**config.mk**
```make
export PLATFORM = sky130hd
export DESIGN_NAME = irq_event_regs
export DESIGN_NICKNAME = d
export VERILOG_FILES = /design/src/rtl/irq_regs_pkg.sv /design/src/rtl/irq_bus_decode.sv /design/src/rtl/irq_prio_enc.sv /design/src/rtl/irq_flag_bank.sv /design/src/rtl/irq_event_regs.sv
export SDC_FILE = /design/constraint.sdc
export NUM_CORES = 1
export LEC_CHECK = 0
export ABC_AREA = 0
export BUFFER_PORTS_ARGS = -buffer_cell sky130_fd_sc_hd__buf_4
export CAP_MARGIN = 15
export CORE_MARGIN = 4
export CORE_UTILIZATION = 37
export CTS_CLUSTER_SIZE = 20
export DETAILED_ROUTE_END_ITERATION = 8
export PLACE_DENSITY = 0.84
export SYNTH_ARGS = -nofsm -noshare
export SYNTH_HDL_FRONTEND = slang
export SYNTH_SLANG_ARGS = --single-unit
```
**constraint.sdc**
```tcl
create_clock -name clk -period 3.3 [get_ports clk]
set_input_delay 0.66 -clock clk [delete_from_list [all_inputs] [get_ports clk]]
set_output_delay 0.66 -clock clk [all_outputs]
set_load 0.01 [all_outputs]
```
**src/rtl/irq_regs_pkg.sv**
```systemverilog
package irq_regs_pkg;

    // Register word addresses (zero-extended to the bus address width)
    typedef enum logic [2:0] {
        RA_ENABLE = 3'd0,
        RA_RAW    = 3'd1,
        RA_MASKED = 3'd2,
        RA_SET    = 3'd3,
        RA_CLEAR  = 3'd4,
        RA_INDEX  = 3'd5
    } reg_addr_e;

    // Per-register strobes produced by the decoder
    typedef struct packed {
        logic enable_we;
        logic set_we;
        logic clear_we;
        logic index_rd;
    } wr_strb_t;

    typedef struct packed {
        logic enable;
        logic raw;
        logic masked;
        logic index;
    } rd_sel_t;

endpackage

```
**src/rtl/irq_bus_decode.sv**
```systemverilog
module irq_bus_decode
    import irq_regs_pkg::*;
#(
    parameter int unsigned ADDR_W = 4
) (
    input  logic [ADDR_W-1:0] addr_i,
    input  logic              wr_en_i,
    input  logic              rd_en_i,
    output wr_strb_t          strb_o,
    output rd_sel_t           rsel_o
);

    function automatic logic hit(input logic [ADDR_W-1:0] a, input reg_addr_e r);
        return a == ADDR_W'(r);
    endfunction

    always_comb begin
        strb_o.enable_we = wr_en_i && hit(addr_i, RA_ENABLE);
        strb_o.set_we    = wr_en_i && hit(addr_i, RA_SET);
        strb_o.clear_we  = wr_en_i && hit(addr_i, RA_CLEAR);
        strb_o.index_rd  = rd_en_i && hit(addr_i, RA_INDEX);

        rsel_o.enable    = rd_en_i && hit(addr_i, RA_ENABLE);
        rsel_o.raw       = rd_en_i && hit(addr_i, RA_RAW);
        rsel_o.masked    = rd_en_i && hit(addr_i, RA_MASKED);
        rsel_o.index     = rd_en_i && hit(addr_i, RA_INDEX);
    end

endmodule

```
**src/rtl/irq_prio_enc.sv**
```systemverilog
module irq_prio_enc #(
    parameter int unsigned NUM_EVT = 4,
    localparam int unsigned IDX_W  = $clog2(NUM_EVT + 1)
) (
    input  logic               clk,
    input  logic               rst_n,
    input  logic [NUM_EVT-1:0] pend_i,
    output logic [NUM_EVT-1:0] grant_o,
    output logic [IDX_W-1:0]   index_o
);

    // below[i] is high when any lower-numbered event is pending
    logic [NUM_EVT-1:0] below;

    assign below[0] = 1'b0;
    genvar g;
    generate
        for (g = 1; g < NUM_EVT; g++) begin : g_chain
            assign below[g] = below[g-1] | pend_i[g-1];
        end
        for (g = 0; g < NUM_EVT; g++) begin : g_grant
            assign grant_o[g] = pend_i[g] & ~below[g];
        end
    endgenerate

    always_comb begin
        index_o = '0;
        for (int i = NUM_EVT - 1; i >= 0; i--) begin
            if (grant_o[i]) index_o = IDX_W'(i + 1);
        end
    end

    // at most one event is ever selected
    a_r8_grant_onehot: assert property (@(posedge clk) disable iff (!rst_n)
        $onehot0(grant_o));

    // nothing pending means an index of zero
    a_r8_idle_index_zero: assert property (@(posedge clk) disable iff (!rst_n)
        (pend_i == '0) |-> (index_o == '0));

endmodule

```
**src/rtl/irq_flag_bank.sv**
```systemverilog
module irq_flag_bank
    import irq_regs_pkg::*;
#(
    parameter int unsigned NUM_EVT = 4
) (
    input  logic               clk,
    input  logic               rst_n,
    input  wr_strb_t           strb_i,
    input  logic [NUM_EVT-1:0] wdata_i,
    input  logic [NUM_EVT-1:0] hw_evt_i,
    input  logic [NUM_EVT-1:0] idx_clr_i,
    output logic [NUM_EVT-1:0] raw_o,
    output logic [NUM_EVT-1:0] enable_o
);

    typedef struct packed {
        logic [NUM_EVT-1:0] raw;
        logic [NUM_EVT-1:0] enable;
    } flag_state_t;

    flag_state_t        st_d, st_q;
    logic [NUM_EVT-1:0] set_v, clr_v;

    always_comb begin
        set_v = hw_evt_i | (strb_i.set_we ? wdata_i : '0);
        clr_v = idx_clr_i | (strb_i.clear_we ? wdata_i : '0);
        st_d        = st_q;
        st_d.raw    = (st_q.raw & ~clr_v) | set_v;
        if (strb_i.enable_we) st_d.enable = wdata_i;
    end

    always_ff @(posedge clk or negedge rst_n) begin
        if (!rst_n) st_q <= '0;
        else        st_q <= st_d;
    end

    assign raw_o    = st_q.raw;
    assign enable_o = st_q.enable;

    // every hardware pulse leaves its flag set
    a_r4_hw_sets: assert property (@(posedge clk) disable iff (!rst_n)
        (hw_evt_i != '0) |=> ((raw_o & $past(hw_evt_i)) == $past(hw_evt_i)));

    // enable register takes the written value
    a_r2_enable_write: assert property (@(posedge clk) disable iff (!rst_n)
        strb_i.enable_we |=> (enable_o == $past(wdata_i)));

    // clear-register write drops flags not raised in the same cycle
    a_r6_clear_drops: assert property (@(posedge clk) disable iff (!rst_n)
        (strb_i.clear_we && hw_evt_i == '0) |=> ((raw_o & $past(wdata_i)) == '0));

    // an index read retires the reported flag
    a_r9_index_retires: assert property (@(posedge clk) disable iff (!rst_n)
        ((idx_clr_i != '0) && ((hw_evt_i & idx_clr_i) == '0) && !strb_i.set_we)
        |=> ((raw_o & $past(idx_clr_i)) == '0));

    // enable only changes on its own write strobe
    a_r7_enable_holds: assert property (@(posedge clk) disable iff (!rst_n)
        !strb_i.enable_we |=> $stable(enable_o));

endmodule

```
**src/rtl/irq_event_regs.sv**
```systemverilog
module irq_event_regs
    import irq_regs_pkg::*;
#(
    parameter int unsigned NUM_EVT = 4,
    parameter int unsigned ADDR_W  = 4,
    parameter int unsigned DATA_W  = 32
) (
    input  logic               clk,
    input  logic               rst_n,
    input  logic [ADDR_W-1:0]  addr_i,
    input  logic               wr_en_i,
    input  logic [DATA_W-1:0]  wr_data_i,
    input  logic               rd_en_i,
    output logic [DATA_W-1:0]  rd_data_o,
    input  logic [NUM_EVT-1:0] evt_i,
    output logic               irq_o
);

    localparam int unsigned IDX_W = $clog2(NUM_EVT + 1);

    wr_strb_t           strb;
    rd_sel_t            rsel;
    logic [NUM_EVT-1:0] raw_q, enable_q, masked, grant, idx_clr;
    logic [IDX_W-1:0]   index;

    irq_bus_decode #(.ADDR_W(ADDR_W)) u_dec (
        .addr_i  (addr_i),
        .wr_en_i (wr_en_i),
        .rd_en_i (rd_en_i),
        .strb_o  (strb),
        .rsel_o  (rsel)
    );

    irq_flag_bank #(.NUM_EVT(NUM_EVT)) u_bank (
        .clk       (clk),
        .rst_n     (rst_n),
        .strb_i    (strb),
        .wdata_i   (wr_data_i[NUM_EVT-1:0]),
        .hw_evt_i  (evt_i),
        .idx_clr_i (idx_clr),
        .raw_o     (raw_q),
        .enable_o  (enable_q)
    );

    assign masked  = raw_q & enable_q;
    assign irq_o   = |masked;

    irq_prio_enc #(.NUM_EVT(NUM_EVT)) u_enc (
        .clk     (clk),
        .rst_n   (rst_n),
        .pend_i  (masked),
        .grant_o (grant),
        .index_o (index)
    );

    assign idx_clr = strb.index_rd ? grant : '0;

    always_comb begin
        rd_data_o = '0;
        if (rsel.enable) rd_data_o = DATA_W'(enable_q);
        if (rsel.raw)    rd_data_o = DATA_W'(raw_q);
        if (rsel.masked) rd_data_o = DATA_W'(masked);
        if (rsel.index)  rd_data_o = DATA_W'(index);
    end

    generate
        if (DATA_W > NUM_EVT) begin : g_hi
            logic unused_wdata_hi;
            assign unused_wdata_hi = ^wr_data_i[DATA_W-1:NUM_EVT];
        end
    endgenerate

    // write-only registers read back as zero
    a_r7_wo_read_zero: assert property (@(posedge clk) disable iff (!rst_n)
        (rd_en_i && (addr_i == ADDR_W'(RA_SET) || addr_i == ADDR_W'(RA_CLEAR)))
        |-> (rd_data_o == '0));

    // interrupt line follows the masked status read path
    a_r3_irq_vs_masked: assert property (@(posedge clk) disable iff (!rst_n)
        (rd_en_i && addr_i == ADDR_W'(RA_MASKED)) |-> (irq_o == (rd_data_o != '0)));

endmodule

```
== After elaboration in Yosys (flattened, before gate mapping) ==
Index checks and enable logic that the tools add are counted.

* Equal/unequal tests: 5
* Multiplexer cells: 11
* Bitwise operators: 14
* Reduce and logical (&&, ||, !) cells: 9

{| class="wikitable"
|+ Operator list
! operator !! number
|-
| $mux 32 || 3
|-
| $mux 4 || 4
|-
| $mux 3 || 4
|-
| $or 4x4->4 || 3
|-
| $and 4x4->4 || 2
|-
| $eq 4x2->1 const B || 2
|-
| $eq 4x3->1 const B || 2
|-
| $logic_and 1x1->1 || 7
|-
| $eq 4x1->1 const B || 1
|-
| $logic_not 4->1 || 1
|-
| $not 4->4 || 1
|-
| $reduce_or 4->1 || 1
|-
| $and 1x1->1 || 3
|-
| $not 1->1 || 3
|-
| $or 1x1->1 || 2
|}

* Register bits after elaboration: 8
* Output and inout port bits: 33
* Word-level logic and storage cells: 41

== Longest topological paths before layout ==
Gate-level depths: netlist (run 1).

* Word-level depth: 10
* Depth in mapped cells: 4
* Gate-level depth less buffers: 4

== Hierarchy ==
A second synthesis (run 1) with hierarchy kept.

* Cell total of the unflattened synthesis: 102
* Area total of the unflattened synthesis: 868.3 um2

{| class="wikitable"
|+ Modules (own cells, without submodules)
! module !! instances !! cells each !! area an instance (um2) !! seq. area each (um2)
|-
| irq_event_regs || 1 || 57 || 394.1 || 0.0
|-
| irq_flag_bank || 1 || 24 || 325.3 || 200.2
|-
| irq_bus_decode || 1 || 12 || 93.8 || 0.0
|-
| irq_prio_enc || 1 || 9 || 55.1 || 0.0
|}

== Least setup slack after synthesis (run 1) ==
No wires, ideal clock.

* Kind: input -> output
* From: in addr_i[1]
* To: out rd_data_o[1]
* Data arrival time: 1.413 ns
* Required time: 2.640 ns
* Path slack: 1.227 ns
* Stages: 4
* Path buffers: 0
* Cells stage by stage: and2b_4 > and4_4 > inv_1 > o22ai_1

* Cells in the longest elaborated chain, start to end: 6
* Elaborated cells on any way between the ends: 12

{| class="wikitable"
|+ RTL lines
! what !! line !! RTL
|-
| start: declaration || irq_event_regs.sv:10 || <nowiki>input logic [ADDR_W-1:0] addr_i,</nowiki>
|-
| $logic_not 4->1 || irq_bus_decode.sv:14 || <nowiki>return a == ADDR_W'(r);</nowiki>
|-
| $logic_and 1x1->1 || irq_bus_decode.sv:23 || <nowiki>rsel_o.enable = rd_en_i && hit(addr_i, RA_ENABLE);</nowiki>
|-
| $mux 4 || irq_event_regs.sv:60 || <nowiki>if (rsel.enable) rd_data_o = DATA_W'(enable_q);</nowiki>
|-
| $mux 32 || irq_event_regs.sv:61 || <nowiki>if (rsel.raw) rd_data_o = DATA_W'(raw_q);</nowiki>
|-
| $mux 32 || irq_event_regs.sv:62 || <nowiki>if (rsel.masked) rd_data_o = DATA_W'(masked);</nowiki>
|-
| $mux 32 (*) || irq_event_regs.sv:63 || <nowiki>if (rsel.index) rd_data_o = DATA_W'(index);</nowiki>
|-
| end: declaration || irq_event_regs.sv:14 || <nowiki>output logic [DATA_W-1:0] rd_data_o,</nowiki>
|}

Mark *: on every way between the ends. The rest lies on a longest branch, timed or not.

== Worst setup path after layout (run 1) ==
Same ends and word-level chain as after synthesis.

==> results.ini, run 1 <==
[status]
status=finished, final reports clean

[clock_network]
clk_latency_ns=0.25
htreeDepth=1
cts_setup_buffers=0
clk_pin_slew_ns=0.05
cts_buffers=3
cts.hold.buffers_added=0
cts_tree=yes
clockRootBuffer=clkbuf_4
clk_path_buf_depth=2
cts_resized=0
cts_sinks=8

[routing]
route.detailed.drc=0
via_per_inst=4.856
drtIter0Drc=15
routedWlPerCell_microns=12.14
dr.pass1.iters=4
vias=641
drtAntennaViolNets=0
routed_wl_microns=1603

[job]
cap_violations=0

[setup_path]
critical_path_class=primary input to output pin
r2r_cells=4
cp_data_arrival_time_ns=1.72
r2r_start=u_bank.raw_o[0]
worstSetupEndpointType=output pin
reg2reg_to=u_bank.raw_o[2]
cp_data_required_time_ns=2.64
critical_path.max_fanout=6
start_kind=primary input
ff2ff_setup_slack_ns=1.93

[timing]
finClkSkew_ns=0.002131
final.setup.tns_ns=0
setup_viol=0
period_needed_ns=2.380
drv_slew=0
hold_viol_final=0
max_freq_ghz=0.4201
finalCritPeriodShare_pct=72.13
rsz0062_at_grt=no

[power_and_ir_drop]
pwr-share-clk_pct=24.8
p_per_area_nw_per_um2=346.0
p_leak_nw=0.4228
vdd_drop_max_v=0.0002908
total_power_mw=0.2888
swShare_pct=32.13
cellInternalPower_mw=0.1960
p_switching_mw=0.09276
seq_power_share_pct=42.6
comb_power_share_pct=32.6

[global_routing]
grt_pass1_vias=548
overflow=0
grt_max_degree=9
grt_pass1_wl_microns=2387
track_usage_pct=11.77
antenna_found_initial=0

[yosys]
ys_types=26
ys_seq_elements=8
post-synth-top-area-cell=buf_4
ys_warn_count=0
syn_area_per_cell_sq_um=8.700
netlist_area_sq_um=739.5
synth.area.top_cells=buf_4, dfrtp_1, mux2_2
ys_seq_area_share_pct=27.07
synth_cells=85
yosys.area.top_type_share_pct=28.43

[cells_and_area]
stdcell_area_sq_um=834.6
antenna_cells=0
syn_to_final_growth_pct=12.86
drive_gt1_share_pct=28.97
nNetsFinal=153

[place]
io_buffers=20
place.gp.congestion=0.9591
dp_hpwl_microns=1368
placed_area_sq_um=812.0

[worst_hold_path]
hold_class=primary input to asynchronous set/reset pin

[floorplan]
die_w_microns=52.71
die_h_microns=52.71
start_util_pct=41.04
dieArea_sq_um=2778
io_pins=77
std_cell_rows=15
core-area_sq_um=1802

==> cell families (layout without fill, tap and decap cells) <==
group	after synthesis	count (layout)	synth area share [%]
muxes	4	4	6.091
buffers and inverters	33	28	30.96
other	1	28	0.5071
and+or+nand+nor	19	19	15.40
AOI/OAI and AO/OA	20	20	19.97
DFF	8	8	27.07
==> layout by cell type (no fill, tap or decap), types with 3 or more instances in the layout <==
cell and n:
a221o_1 3, a2bb2oi_1 3, buf_4 20, clkbuf_4 3, conb_1 28, dfrtp_1 8
inv_1 5, mux2_2 4, nand2_1 5, nor2_1 3, o21ai_0 5
==> sequential cells by signal, summed over array words and instances, names as in the netlist <==
signal	count
u_bank.raw_o	4
u_bank.enable_o	4
==> power by group through the flow <==
stage | sequential, mW | clock (mW) | combinational (mW)
2_1_floorplan | 0.121 | 0 | 0.0827
3_3_place_gp | 0.124 | 0 | 0.0892
3_5_place_dp | 0.124 | 0 | 0.0931
4_1_cts | 0.123 | 0.0741 | 0.0933
5_1_grt | 0.125 | 0.0824 | 0.105
6_report | 0.123 | 0.0715 | 0.0941
==> worst max path at each step <==
stage | startpoint | endpoint | cells after the start
final | addr_i[1] | rd_data_o[1] | 6
after global routing | addr_i[1] | rd_data_o[0] | 6
after CTS | addr_i[1] | rd_data_o[0] | 6
after detailed placement | addr_i[1] | rd_data_o[0] | 6
after global placement | addr_i[1] | rd_data_o[0] | 6
after floorplan | addr_i[1] | rd_data_o[1] | 4
==> cell type report <==
| type | instances | area [sq um] |
|---|---|---|
| well taps | 25 | 31.28 |
| clock buffers | 3 | 22.52 |
| inverters | 5 | 18.77 |
| multi-input cells | 71 | 411.6 |
| flip-flops and latches | 8 | 200.2 |
| repair buffers | 20 | 150.1 |
| fillers | 194 | 967.2 |
==> cell usage after synthesis <==
master     count
conb_1         1
nand3_1        2
a211o_1        1
a22oi_1        1
buf_4         28
a2bb2oi_1      3
a31oi_1        1
and2b_1        1
a221o_1        3
nand2b_1       1
o22ai_1        1
a2111oi_0      1
a21oi_1        1
nand4_1        2
o21ai_0        5
nand2_1        5
inv_1          5
dfrtp_1        8
and4_4         1
a21boi_0       2
and2b_4        1
and3_1         1
and4_2         2
mux2_2         4
a221oi_1       1
nor2_1         3
==> metrics by stage <==
step | util [%] | hold WS (ns) | worst slack [ns] | instances
2_1_floorplan | - | 0.3644 | 1.227 | 112
3_3_place_gp | 45.07 | 0.4819 | 0.9184 | 129
3_5_place_dp | 45.07 | 0.4848 | 0.9292 | 129
4_1_cts | 46.32 | 0.2182 | 0.9218 | 132
5_1_grt | 46.32 | 0.2096 | 0.8618 | 132
6_report | 46.32 | 0.2190 | 0.9198 | 132
==> worst max-delay path, cell delays in order <==
cell and delay, ns:
buf_4 0.12, and2b_4 0.28, and4_4 0.25, inv_1 0.05, o22ai_1 0.20, buf_4 0.16
==> per-layer routing <==
layer	track usage (%)	vias up	wire length (microns)
li1	-	295	-
met1	14.14	291	586
met2	18.80	50	738
met3	3.134	5	244
met4	6.383	0	34
met5	0	-	0
Power figures use the tool's default switching activity.
==> run 2, diff against run 1 <==
--- a/config.mk
+++ b/config.mk
@@ -9,10 +9,10 @@
 export BUFFER_PORTS_ARGS = -buffer_cell sky130_fd_sc_hd__buf_4
 export CAP_MARGIN = 15
 export CORE_MARGIN = 4
-export CORE_UTILIZATION = 37
+export CORE_UTILIZATION = 31
 export CTS_CLUSTER_SIZE = 20
 export DETAILED_ROUTE_END_ITERATION = 8
-export PLACE_DENSITY = 0.84
+export PLACE_DENSITY = 0.75
 export SYNTH_ARGS = -nofsm -noshare
 export SYNTH_HDL_FRONTEND = slang
 export SYNTH_SLANG_ARGS = --single-unit
==> constraint.sdc (replaced) <==
create_clock -name clk -period 1.9 [get_ports clk]
set_input_delay 0.38 -clock clk [delete_from_list [all_inputs] [get_ports clk]]
set_output_delay 0.38 -clock clk [all_outputs]
set_load 0.01 [all_outputs]
==> run 2 against run 1 <==
Total power grew 76%. Highest routed layer unchanged. Utilization shrank 7.7 points. First-iteration DRC count shrank 13%. Global-route usage shrank 1.2 points. Final area grew 3.3%. Wire length grew 4.1%.
==> results.ini, run 2 (synthesis gave the netlist of run 1 again) <==
[global_routing]
track_usage_pct=10.55  ; -1.2 points
grt_max_degree=9  ; unchanged
grt_pass1_vias=599  ; +9.3%
antenna_found_initial=0  ; unchanged
grt_pass1_wl_microns=2559  ; +7.2%
overflow=0  ; unchanged

[clock_network]
cts_sinks=8  ; unchanged
clk_path_buf_depth=2  ; unchanged
clk_latency_ns=0.25  ; about the same
cts_tree=yes
htreeDepth=1  ; unchanged
clk_pin_slew_ns=0.05  ; about the same
clockRootBuffer=clkbuf_4
cts_buffers=3  ; unchanged

[timing]
period_needed_ns=1.834
finalCritPeriodShare_pct=96.54
hold_viol_final=0  ; unchanged
max_freq_ghz=0.5452
rsz0062_at_grt=no
drv_slew=0  ; unchanged
finClkSkew_ns=0.003699  ; +0.001568 ns
setup_viol=0  ; unchanged
final.setup.tns_ns=0  ; unchanged

[cells_and_area]
syn_to_final_growth_pct=16.58
final_common_cell=conb_1
nNetsFinal=155  ; +1.3%
final_util_pct=38.60  ; -7.7 points
stdcell_area_sq_um=862.1  ; +3.3%
antenna_cells=0  ; unchanged
drive_gt1_share_pct=30.28  ; +1.3 points
final_cell_mix=conb_1, buf_4, dfrtp_1

[setup_path]
crit_buf_inv=2  ; -1
reg2reg_to=u_bank.raw_o[3]
crit_path_frequent_cell=buf_4
crit_family=simple AND/OR/NAND/NOR gates
cp_data_required_time_ns=1.52  ; -1.12 ns
critical_path.max_stage_delay_ns=0.28  ; about the same
crit_path_cell_trace=buf_4 -> and2b_4 -> and4_4 -> nand4_1 -> o21ai_0 -> buf_4
ff2ff_setup_slack_ns=0.55  ; -1.38 ns
r2r_start=u_bank.raw_o[2]
critical_path.max_fanout=6  ; unchanged
cp_slowest_cell=and2b_4
cp_data_arrival_time_ns=1.45  ; -0.27 ns
r2r_cells=3  ; -1
cp-startpoint=addr_i[1]
start_kind=primary input
critical_path_class=primary input to output pin
worstSetupEndpointType=output pin

[power_and_ir_drop]
p_per_area_nw_per_um2=588.2  ; +70%
p_leak_nw=0.4317  ; +2.1%
vdd_drop_max_v=0.0002155  ; -26%

[status]
status=finished, final reports clean

[place]
place.gp.congestion=0.7735  ; -19%
dp_hpwl_microns=1387  ; +1.4%
io_buffers=20  ; unchanged
placed_area_sq_um=815.8  ; +0.46%

[routing]
via_per_inst=4.715  ; -2.9%
dr.pass1.iters=4  ; unchanged
drtAntennaViolNets=0  ; unchanged
drtIter0Drc=13  ; -2
routedWlPerCell_microns=12.18  ; +0.32%
route.detailed.drc=0  ; unchanged
vias=646  ; +0.78%
routed_wl_microns=1669  ; +4.1%

[floorplan]
start_util_pct=33.11  ; -7.9 points
die_h_microns=56.84  ; +7.8%
core-area_sq_um=2233  ; +24%
std_cell_rows=17  ; +2
io_pins=77  ; unchanged
die_w_microns=56.84  ; +7.8%
dieArea_sq_um=3231  ; +16%

[worst_hold_path]
hold_class=primary input to flop
worstHoldEndpoint=u_bank.raw_o[1]
hp-start=evt_i[1]
whs_path_depth=2

[job]
cap_violations=0  ; unchanged

[run 2: worst max path at each step]
stage / to / slack, ns / cells past startpoint
floorplan: rd_data_o[1] / 0.39 / 4
global placement: rd_data_o[0] / 0.09 / 6
detailed placement: rd_data_o[2] / 0.09 / 6
CTS: rd_data_o[0] / 0.009 / 5
global route: rd_data_o[2] / 0.01 / 4
finish: rd_data_o[2] / 0.07 / 6
[run 2: per-layer routing]
metal	track usage [%]	vias up	share of wire, %
li1	-	299	-
met1	9.392	301	34
met2	19.31	42	52
met3	4.138	4	11
met4	6.954	0	2.5
met5	0	-	0
[run 2: area by class of cell]
type / count / area [sq um]
fill: 240 / 1371
tap: 28 / 35.03
clock buffer: 3 / 22.52
timing repair buffer: 22 / 167.7
inverter: 5 / 18.77
sequential: 8 / 200.2
multi-input combinational: 71 / 417.9
[run 2: where the power goes]
part	leakage (nW)	internal, mW	total, mW	switching, mW
Combinational	0.333	0.0791	0.169	0.0897
Clock	0.0138	0.0719	0.124	0.0525
Sequential	0.0845	0.193	0.214	0.0214
[run 2: what timing repair did]
action / in CTS / in global routing
hold buffers: 1 / 0
resized for setup: 0 / 3
endpoints found under the hold margin: 8 / 0
buffers inserted: 0 / 1
endpoints found under the setup margin: 0 / 1
[run 2: through the flow]
step	std cells	setup slack, ns	hold WS, ns	total power [mW]
after floorplan	112	0.3870	0.08441	0.3542
after global placement	132	0.09042	0.1994	0.3692
after detailed placement	132	0.08769	0.2008	0.3771
after CTS	136	0.009232	0.3041	0.5103
after global routing	137	0.01345	0.3078	0.5442
final	137	0.06572	0.3144	0.5071
